`config.mk`:
```
export PLATFORM = sky130hd
export DESIGN_NAME = axi_sram_bridge
export DESIGN_NICKNAME = d
export VERILOG_FILES = /design/src/rtl/bridge_pkg.sv /design/src/rtl/bridge_wr_chan.sv /design/src/rtl/bridge_rd_chan.sv /design/src/rtl/bridge_arb.sv /design/src/rtl/axi_sram_bridge.sv
export SDC_FILE = /design/constraint.sdc
export NUM_CORES = 1
export LEC_CHECK = 0
export BUFFER_PORTS_ARGS = -buffer_cell sky130_fd_sc_hd__buf_2
export CAP_MARGIN = 5
export CORE_UTILIZATION = 46
export DETAILED_ROUTE_END_ITERATION = 10
export GPL_TIMING_DRIVEN = 0
export HOLD_SLACK_MARGIN = 0.05
export PLACE_DENSITY = 0.85
export SLEW_MARGIN = 20
export SYNTH_ARGS = -nofsm -noshare
export SYNTH_HDL_FRONTEND = slang
export SYNTH_SLANG_ARGS = --single-unit
```
`constraint.sdc`:
```
create_clock -name clk -period 2.2 [get_ports clk]
set_input_delay 0.22 -clock clk [delete_from_list [all_inputs] [get_ports clk]]
set_output_delay 0.22 -clock clk [all_outputs]
set_load 0.01 [all_outputs]
```
`src/rtl/bridge_pkg.sv`:
```
package bridge_pkg;

  // write channel phases
  typedef enum logic [1:0] {
    WR_BOOT = 2'd0,   // held in reset, no handshake offered
    WR_IDLE = 2'd1,   // open for an address
    WR_DATA = 2'd2,   // address held, open for data
    WR_PEND = 2'd3    // address and data held, waiting for the SRAM
  } wr_state_e;

  // read channel phases
  typedef enum logic [2:0] {
    RD_BOOT = 3'd0,
    RD_IDLE = 3'd1,   // open for an address
    RD_PEND = 3'd2,   // address held, waiting for the SRAM
    RD_WAIT = 3'd3,   // SRAM read cycle done, word arrives now
    RD_RESP = 3'd4    // word registered, valid strobe out
  } rd_state_e;

endpackage

```
`src/rtl/bridge_wr_chan.sv`:
```
module bridge_wr_chan
  import bridge_pkg::*;
#(
  parameter int ADDR_W = 32,
  parameter int DATA_W = 32
) (
  input  logic              clk,
  input  logic              rst_n,
  input  logic              aw_valid,
  output logic              aw_ready,
  input  logic [ADDR_W-1:0] aw_addr,
  input  logic              w_valid,
  output logic              w_ready,
  input  logic [DATA_W-1:0] w_data,
  output logic              req,
  input  logic              gnt,
  output logic [ADDR_W-1:0] addr_q,
  output logic [DATA_W-1:0] data_q
);

  wr_state_e state, state_nx;

  assign aw_ready = (state == WR_IDLE);
  assign w_ready  = (state == WR_DATA);
  assign req      = (state == WR_PEND);

  always_comb begin
    state_nx = state;
    unique case (state)
      WR_BOOT: state_nx = WR_IDLE;
      WR_IDLE: if (aw_valid) state_nx = WR_DATA;
      WR_DATA: if (w_valid)  state_nx = WR_PEND;
      WR_PEND: if (gnt)      state_nx = WR_IDLE;
      default: state_nx = WR_BOOT;
    endcase
  end

  always_ff @(posedge clk) begin
    if (!rst_n) state <= WR_BOOT;
    else        state <= state_nx;
  end

  // payload registers need no reset: they are only read while req is high
  always_ff @(posedge clk) begin
    if (aw_valid && aw_ready) addr_q <= aw_addr;
    if (w_valid && w_ready)   data_q <= w_data;
  end

  AST_AW_CLOSES_ON_ACCEPT: assert property (@(posedge clk) disable iff (!rst_n)
    (aw_valid && aw_ready) |=> !aw_ready);
  AST_AW_REOPENS_AFTER_ISSUE: assert property (@(posedge clk) disable iff (!rst_n)
    $rose(aw_ready) |-> ($past(gnt) || $past(state == WR_BOOT)));
  AST_W_ONLY_WITH_ADDR: assert property (@(posedge clk) disable iff (!rst_n)
    w_ready |-> (!aw_ready && !req));
  AST_W_CLOSES_ON_ACCEPT: assert property (@(posedge clk) disable iff (!rst_n)
    (w_valid && w_ready) |=> (!w_ready && req));

endmodule

```
`src/rtl/bridge_rd_chan.sv`:
```
module bridge_rd_chan
  import bridge_pkg::*;
#(
  parameter int ADDR_W = 32,
  parameter int DATA_W = 32
) (
  input  logic              clk,
  input  logic              rst_n,
  input  logic              ar_valid,
  output logic              ar_ready,
  input  logic [ADDR_W-1:0] ar_addr,
  output logic              req,
  input  logic              gnt,
  output logic [ADDR_W-1:0] addr_q,
  input  logic [DATA_W-1:0] mem_dout,
  output logic              r_valid,
  output logic [DATA_W-1:0] r_data
);

  rd_state_e state, state_nx;

  assign ar_ready = (state == RD_IDLE);
  assign req      = (state == RD_PEND);
  assign r_valid  = (state == RD_RESP);

  always_comb begin
    state_nx = state;
    unique case (state)
      RD_BOOT: state_nx = RD_IDLE;
      RD_IDLE: if (ar_valid) state_nx = RD_PEND;
      RD_PEND: if (gnt)      state_nx = RD_WAIT;
      RD_WAIT: state_nx = RD_RESP;
      RD_RESP: state_nx = RD_IDLE;
      default: state_nx = RD_BOOT;
    endcase
  end

  always_ff @(posedge clk) begin
    if (!rst_n) state <= RD_BOOT;
    else        state <= state_nx;
  end

  always_ff @(posedge clk) begin
    if (ar_valid && ar_ready) addr_q <= ar_addr;
    if (state == RD_WAIT)     r_data <= mem_dout;
  end

  AST_AR_ONE_OUTSTANDING: assert property (@(posedge clk) disable iff (!rst_n)
    (ar_valid && ar_ready) |=> !ar_ready);
  AST_AR_CLOSED_DURING_RESP: assert property (@(posedge clk) disable iff (!rst_n)
    r_valid |-> !ar_ready);
  AST_RVALID_SINGLE: assert property (@(posedge clk) disable iff (!rst_n)
    r_valid |=> !r_valid);

endmodule

```
`src/rtl/bridge_arb.sv`:
```
module bridge_arb (
  input  logic clk,
  input  logic rst_n,
  input  logic req_w,
  input  logic req_r,
  output logic gnt_w,
  output logic gnt_r
);

  // 1 when the most recent grant went to the write channel
  logic last_w;

  assign gnt_w = req_w && (!req_r || !last_w);
  assign gnt_r = req_r && (!req_w ||  last_w);

  always_ff @(posedge clk) begin
    if (!rst_n)     last_w <= 1'b0;
    else if (gnt_w) last_w <= 1'b1;
    else if (gnt_r) last_w <= 1'b0;
  end

  AST_GNT_W_NEEDS_REQ: assert property (@(posedge clk) disable iff (!rst_n)
    gnt_w |-> req_w);
  AST_GNT_R_NEEDS_REQ: assert property (@(posedge clk) disable iff (!rst_n)
    gnt_r |-> req_r);
  AST_W_NOT_STARVED: assert property (@(posedge clk) disable iff (!rst_n)
    (req_w && !gnt_w) |=> gnt_w);
  AST_R_NOT_STARVED: assert property (@(posedge clk) disable iff (!rst_n)
    (req_r && !gnt_r) |=> gnt_r);

endmodule

```
`src/rtl/axi_sram_bridge.sv`:
```
module axi_sram_bridge #(
  parameter int ADDR_W = 32,
  parameter int DATA_W = 32
) (
  input  logic              clk,
  input  logic              rst_n,
  input  logic              aw_valid,
  output logic              aw_ready,
  input  logic [ADDR_W-1:0] aw_addr,
  input  logic              w_valid,
  output logic              w_ready,
  input  logic [DATA_W-1:0] w_data,
  input  logic              ar_valid,
  output logic              ar_ready,
  input  logic [ADDR_W-1:0] ar_addr,
  output logic              r_valid,
  output logic [DATA_W-1:0] r_data,
  output logic              mem_en,
  output logic              mem_we,
  output logic [ADDR_W-1:0] mem_addr,
  output logic [DATA_W-1:0] mem_din,
  input  logic [DATA_W-1:0] mem_dout
);

  logic              wr_req, wr_gnt, rd_req, rd_gnt;
  logic [ADDR_W-1:0] wr_addr, rd_addr;
  logic [DATA_W-1:0] wr_data;

  bridge_wr_chan #(.ADDR_W(ADDR_W), .DATA_W(DATA_W)) u_wr (
    .clk      (clk),
    .rst_n    (rst_n),
    .aw_valid (aw_valid),
    .aw_ready (aw_ready),
    .aw_addr  (aw_addr),
    .w_valid  (w_valid),
    .w_ready  (w_ready),
    .w_data   (w_data),
    .req      (wr_req),
    .gnt      (wr_gnt),
    .addr_q   (wr_addr),
    .data_q   (wr_data)
  );

  bridge_rd_chan #(.ADDR_W(ADDR_W), .DATA_W(DATA_W)) u_rd (
    .clk      (clk),
    .rst_n    (rst_n),
    .ar_valid (ar_valid),
    .ar_ready (ar_ready),
    .ar_addr  (ar_addr),
    .req      (rd_req),
    .gnt      (rd_gnt),
    .addr_q   (rd_addr),
    .mem_dout (mem_dout),
    .r_valid  (r_valid),
    .r_data   (r_data)
  );

  bridge_arb u_arb (
    .clk   (clk),
    .rst_n (rst_n),
    .req_w (wr_req),
    .req_r (rd_req),
    .gnt_w (wr_gnt),
    .gnt_r (rd_gnt)
  );

  // SRAM port: driven only by the granted channel, quiet otherwise
  always_comb begin
    mem_en   = wr_gnt || rd_gnt;
    mem_we   = wr_gnt;
    mem_addr = '0;
    mem_din  = '0;
    if (wr_gnt) begin
      mem_addr = wr_addr;
      mem_din  = wr_data;
    end else if (rd_gnt) begin
      mem_addr = rd_addr;
    end
  end

  AST_WE_NEEDS_EN: assert property (@(posedge clk) disable iff (!rst_n)
    mem_we |-> mem_en);
  AST_RVALID_AFTER_READ: assert property (@(posedge clk) disable iff (!rst_n)
    r_valid |-> $past(mem_en && !mem_we, 2));
  AST_READ_BLOCKS_AR: assert property (@(posedge clk) disable iff (!rst_n)
    (mem_en && !mem_we) |-> !ar_ready);

endmodule

```
* Yosys cells after proc, flatten, opt, wreduce, memory -nomap -nowiden
Index checks and enable logic that the tools add are counted.
** Operators by class
- Add/sub/neg operators :: 0
- $mul :: 0
- Div/mod/pow operators :: 0
- $lt $le $gt $ge :: 0
- Equal/unequal tests :: 12
- Shifts and indexed selects :: 0
- Mux-type cells :: 12
- Bitwise gates (word level) :: 0
- Reduce and logical (&&, ||, !) cells :: 17
** Operator list (number)
- $mux W32 :: 3
- $pmux W3 S4 :: 1
- $ne A2 B2 Y1 const B :: 5
- $pmux W2 S4 :: 1
- $eq A3 B2 Y1 const B :: 2
- $mux W2 :: 3
- $mux W3 :: 2
- $logic_and A1 B1 Y1 :: 5
- $eq A2 B2 Y1 const B :: 2
- $eq A3 B1 Y1 const B :: 1
- $eq A3 B3 Y1 const B :: 1
- $logic_not A1 Y1 :: 3
- $logic_not A3 Y1 :: 1
- $logic_or A1 B1 Y1 :: 3
- $reduce_and A3 Y1 :: 1
- $eq A2 B1 Y1 const B :: 1
- $logic_not A2 Y1 :: 1
- $mux W1 :: 2
- $reduce_and A2 Y1 :: 1
- $reduce_bool A2 Y1 :: 1
- $reduce_or A2 Y1 :: 1
** Word-level totals
- Register bits :: 134
- Bits in latches :: 0
- RAM bits :: 0
- Memory bits (read-only) :: 0
- Bits of input ports :: 133
- Output and inout bits :: 102
- Logic and storage cells :: 48
- Memories :: 0

* Depth between registers and ports, before layout
- Depth after elaboration :: 6
- Depth in mapped cells :: 6
- Mapped depth without buffers :: 5

* Modules after synthesis
A second synthesis with hierarchy kept.
** Unflattened totals
- Cell total of the unflattened synthesis :: 248
- Area, all modules :: 4820.9 um^2
** Modules (own cells, without submodules)
- bridge_wr_chan :: instances 1, cells an instance 84, area each 2094.5 um^2, seq. area each 1961.9 um^2
- bridge_rd_chan :: instances 1, cells an instance 81, area each 2078.2 um^2, seq. area each 1981.9 um^2
- axi_sram_bridge :: instances 1, cells an instance 77, area each 594.3 um^2, seq. area each 0.0 um^2
- bridge_arb :: instances 1, cells an instance 6, area each 53.8 um^2, seq. area each 20.0 um^2

* Worst setup path after synthesis
OpenSTA, ideal clock, no wires.
- Path kind :: reg2reg
- Start :: register u_wr.state[0]
- End :: register u_wr.addr_q[0] (enable)
- Library setup time :: 0.392 ns
- Data arrival time :: 1.434 ns
- Required time :: 1.808 ns
- Path slack :: 0.374 ns
- Cell stages (with the launch flop) :: 3
- Path buffers :: 0
- Period minus slack after synthesis :: 1.826 ns
- Cells stage by stage :: dfxtp_1 ha_1 and2_1
** Between the ends
- Word-level cells in the longest chain between the ends :: 2
** RTL lines
- start, declared :: RTL line bridge_wr_chan.sv:21 : wr_state_e state, state_nx;
- start signal, assigned :: RTL line bridge_wr_chan.sv:40 : else state <= state_nx;
- $eq A2 B1 Y1 :: RTL line bridge_wr_chan.sv:23 : assign aw_ready = (state == WR_IDLE);
- named net aw_ready :: RTL line axi_sram_bridge.sv:8 : output logic aw_ready,
- $logic_and A1 B1 Y1 :: RTL line bridge_wr_chan.sv:45 : if (aw_valid && aw_ready) addr_q <= aw_addr;
- end signal, assigned :: RTL line bridge_wr_chan.sv:45
- end, declared :: RTL line bridge_wr_chan.sv:17 : output logic [ADDR_W-1:0] addr_q,
The timed path passes the listed nets, and every way through them passes these cells.
A chain may end at the register's enable or synchronous reset.

* Worst setup path after layout
- Start :: register u_rd.state[0]
- End :: output mem_addr[26]
** Between the ends
- Word-level cells in the longest chain between the ends :: 5
- Elaborated cells between the ends (all ways) :: 7
- Classes of those cells :: eq/ne: 1; mux: 2; reduce/logical: 4
** RTL lines
- start, declared :: RTL line bridge_rd_chan.sv:20 : rd_state_e state, state_nx;
- start signal, assigned :: RTL line bridge_rd_chan.sv:40 : else state <= state_nx;
- $eq A3 B2 Y1 (*) :: RTL line bridge_rd_chan.sv:23 : assign req = (state == RD_PEND);
- $logic_not A1 Y1 :: RTL line bridge_arb.sv:13 : assign gnt_w = req_w && (!req_r || !last_w);
- $logic_or A1 B1 Y1 :: RTL line bridge_arb.sv:13
- $logic_and A1 B1 Y1 :: RTL line bridge_arb.sv:13
- $mux W32 (*) :: RTL line axi_sram_bridge.sv:73 : if (wr_gnt) begin
- end, declared :: RTL line axi_sram_bridge.sv:20 : output logic [ADDR_W-1:0] mem_addr,
Every way passes the cells marked *; elsewhere a longest branch is shown, timed or not.

==> summary.md <==
| Metric | Value |
|---|---|
| Outcome | `finished, violations left` |
| Violated checks | `negative setup slack` |
| CTS tree | `done` |
| Top cells by area, synth | `edfxtp_1, a22o_1, and2_1, dfxtp_1, buf_6` |
| Crit-path cells | `and4bb_2, nor2b_4, buf_8, clkbuf_16, a22o_1, buf_2` |
| YS warnings | `0` |
| Final non-filler cell total | `787` |
| Count leader, synth | `edfxtp_1` |
| All-Layer GR Usage | `27.5%` |
| Largest net degree at the start of global routing | `34` |
| N_diodes | `0` |
| Grt peak-use layer | `met2` |
| Final setup fails | `1` |
| Initial core utilization | `48.2%` |
| Wire per inst | `around 19 um` |
| Largest stage delay, worst path | `0.37 ns` |
| First-pass GRT wire length | `21,800 um` |
| Number of flops mapped to enable cells by yosys | `~130` |
| Die X | `104 um` |
| DRC Markers | `0` |
| Max-slew violation count | `0` |
| Avg Cell Area, Syn | `19.6 um2` |
| H-tree depth | `4` |
| WL final | `15,200 um` |
| Met2 Resource Use GR | `about 50%` |
| Mapped Cells | `244` |
| Cell Rows | `36` |
| Max Cap Violations | `0` |
| Min Hold Slack | `0.174 ns` |
| Vias per cell | `around 4.9` |
| Clock Tree Root | `clkbuf_8` |
| Die ar. | `10,800 um2` |
| Slowest cell on the critical path | `dfxtp_4` |
| GR Util met1 | `slightly below 30%` |
| Worst slew margin | `50.3%` |
| Gpl congestion | `a little under 0.8` |
| Initial antenna violation count | `0` |
| Post-DP Area | `6170 um2` |
| Register bit total from synthesis | `134` |
| Crit path DAT | `2.00 ns` |
| Fin nets | `777` |
| Post-Syn Area | `4780 um2` |
| Met3 GRT Util | `9.09%` |
| DP Worst Slack | `0.394 ns` |
| Pwr Density | `approximately 860 nW/um2` |
| Min setup slack post-route | `-0.0165 ns` |
| Remaining global-route overflow | `0` |
| Yosys top cell by area | `edfxtp_1` |
| Drt first pass iters | `5` |
| Unrepaired setup endpoints after global routing | `true` |
| Post-Syn Nets | `380` |
| Req. time, crit path | `1.98 ns` |
| Synthesis-to-finish area growth | `74.3%` |
| Post-synthesis async set-or-reset flop share | `0%` |
| Max Clock Freq | `451 MHz` |
| CP endpoint kind | `primary output` |
| Main synth FF type | `edfxtp_1` |
| Pin slew with the least headroom to its limit | `0.745 ns` |
| Inst Count DP | `613` |
| CP Launch Type | `register` |
| Clk sinks | `134` |
| Antenna-violating nets left | `0` |
| Vias in the first global route | `4,127` |
| CTS Buffer Depth | `2` |
| Peak VDD IR | `876 uV` |
| Post-synth top cells | `edfxtp_1, and2_1, a22o_1` |
| WS Path Type | `register to primary output` |
| Post-synthesis sequential area ratio | `83.0%` |
| Worst min path class | `primary input to register` |
| Filler Cells Inserted | `approximately 470` |
| Netlist cell types | `22` |
| Worst Skew | `0.00790 ns` |
| Later-pin clock latency in the skew report | `0.52 ns` |
| Hpwl dp | `between 8000 and 9000 um` |
| Design area | `8330 um2` |
| Tmin final | `2.22 ns` |
| Core area | `roughly 9900 um2` |
| Ports | `between 200 and 250` |
| PortBufs | `234` |
| TritonCTS Buffers | `17` |
| Fraction of layout cells with a size suffix above 1 | `47.1%` |
| Critical Path Fanout Max | `8` |
| Final period utilization | `101%` |
| Reg clk slew, reported paths | `0.06 ns` |
| Via count | `3,865` |
| DR iter-0 viols | `206` |
| Synth top area share | `between 80% and 90%` |
| Final Hold Fails | `0` |
| Static Leak | `3.58 nW` |
| Die height | `104 um` |
==> routing by layer <==
metal	up-vias	wire, um
li1	1746	-
met1	1882	5420
met2	204	8330
met3	33	1040
met4	0	365
met5	-	0
==> flip-flops by register name, indices dropped and copies added, names as in the netlist <==
name / count
u_wr.addr_q: 32
u_arb.last_w: 1
u_wr.data_q: 32
u_rd.r_data: 32
u_rd.addr_q: 32
u_rd.state: 3
u_wr.state: 2
==> power by group <==
part / total, W / leakage (nW) / internal, W / switching (W)
sequential: 0.00320 / 1.22 / 0.00309 / 0.000106
clock: 0.00246 / 0.236 / 0.00147 / 0.000989
combinational: 0.00154 / 2.12 / 0.000823 / 0.000714
==> cell usage in the layout (no fill, tap or decap), types with 2 or more instances in the layout <==
master         count
inv_1              4
clkbuf_1           3
buf_2            224
edfxtp_1         128
dfxtp_4            4
clkinv_1           6
and2_4             8
and2_2             2
buf_4             10
nand2_1            2
clkbuf_16         19
buf_6             18
o211a_1            2
and2_1            26
dlygate4sd3_1    129
nor2b_1            2
a22o_1            32
nor3b_1            3
buf_16             2
clkinvlp_4         4
ha_1               2
and3b_2            2
buf_8              5
==> layout make-up <==
| cell class | instances | area, um2 | area share, % |
|---|---|---|---|
| Buffer | 11 | 133 | 1.59 |
| Clock buffer | 20 | 425 | 5.11 |
| Clock inverter | 12 | 87.6 | 1.05 |
| Inverter | 4 | 15.0 | 0.180 |
| Multi-Input combinational cell | 93 | 758 | 9.10 |
| Sequential cell | 134 | 3980 | 47.8 |
| Tap cell | 133 | 166 | 2.00 |
| Timing Repair Buffer | 380 | 2760 | 33.2 |
==> through the flow <==
stage                     total power (W)  utilization (%)  setup TNS (ns)
after floorplan                   0.00378                -               0
after global placement            0.00421             61.7          -0.471
after detailed placement          0.00430             62.3               0
after CTS                         0.00694             81.3               0
after global routing              0.00743             84.0           -1.48
final                             0.00719             84.0         -0.0165
==> what timing repair did <==
action,4_1_cts,5_1_grt
resized for setup,21,39
hold endpoints to repair,134,0
pin swaps,1,29
cloned,1,5
hold buffers,129,0
setup buffers,2,7
endpoints found under the setup margin,53,57
==> worst paths after layout <==
kind,start,end,slack (ns),depth (start not counted)
worst max-delay path,u_rd.state[0],mem_addr[26],-0.02,6
worst min-delay path,ar_valid,u_rd.state[0],0.17,4
worst max register to register,u_wr.state[1],u_wr.state[0],0.43,5
worst min register to register,u_rd.state[2],u_rd.state[1],0.47,1
==> logic make-up (layout without fill, tap and decap cells) <==
group                      Yosys count  after routing  synth area share, %
DFF                                134            134                 83.0
and+or+nand+nor                     51             51                 6.86
AOI/OAI and AO/OA                   38             38                 6.91
buffers and inverters               17            427                 2.25
adders and majority gates            3              3                0.786
muxes                                1              1                0.210
==> critical path, delay by kind of cell (launching register included) <==
| kind | cells | cell delay (ns) |
|---|---|---|
| buf+inv | 3 | 0.44 |
| flops | 1 | 0.37 |
| compound gates | 1 | 0.23 |
| simple gates | 2 | 0.44 |
Power figures use the tool's default switching activity.
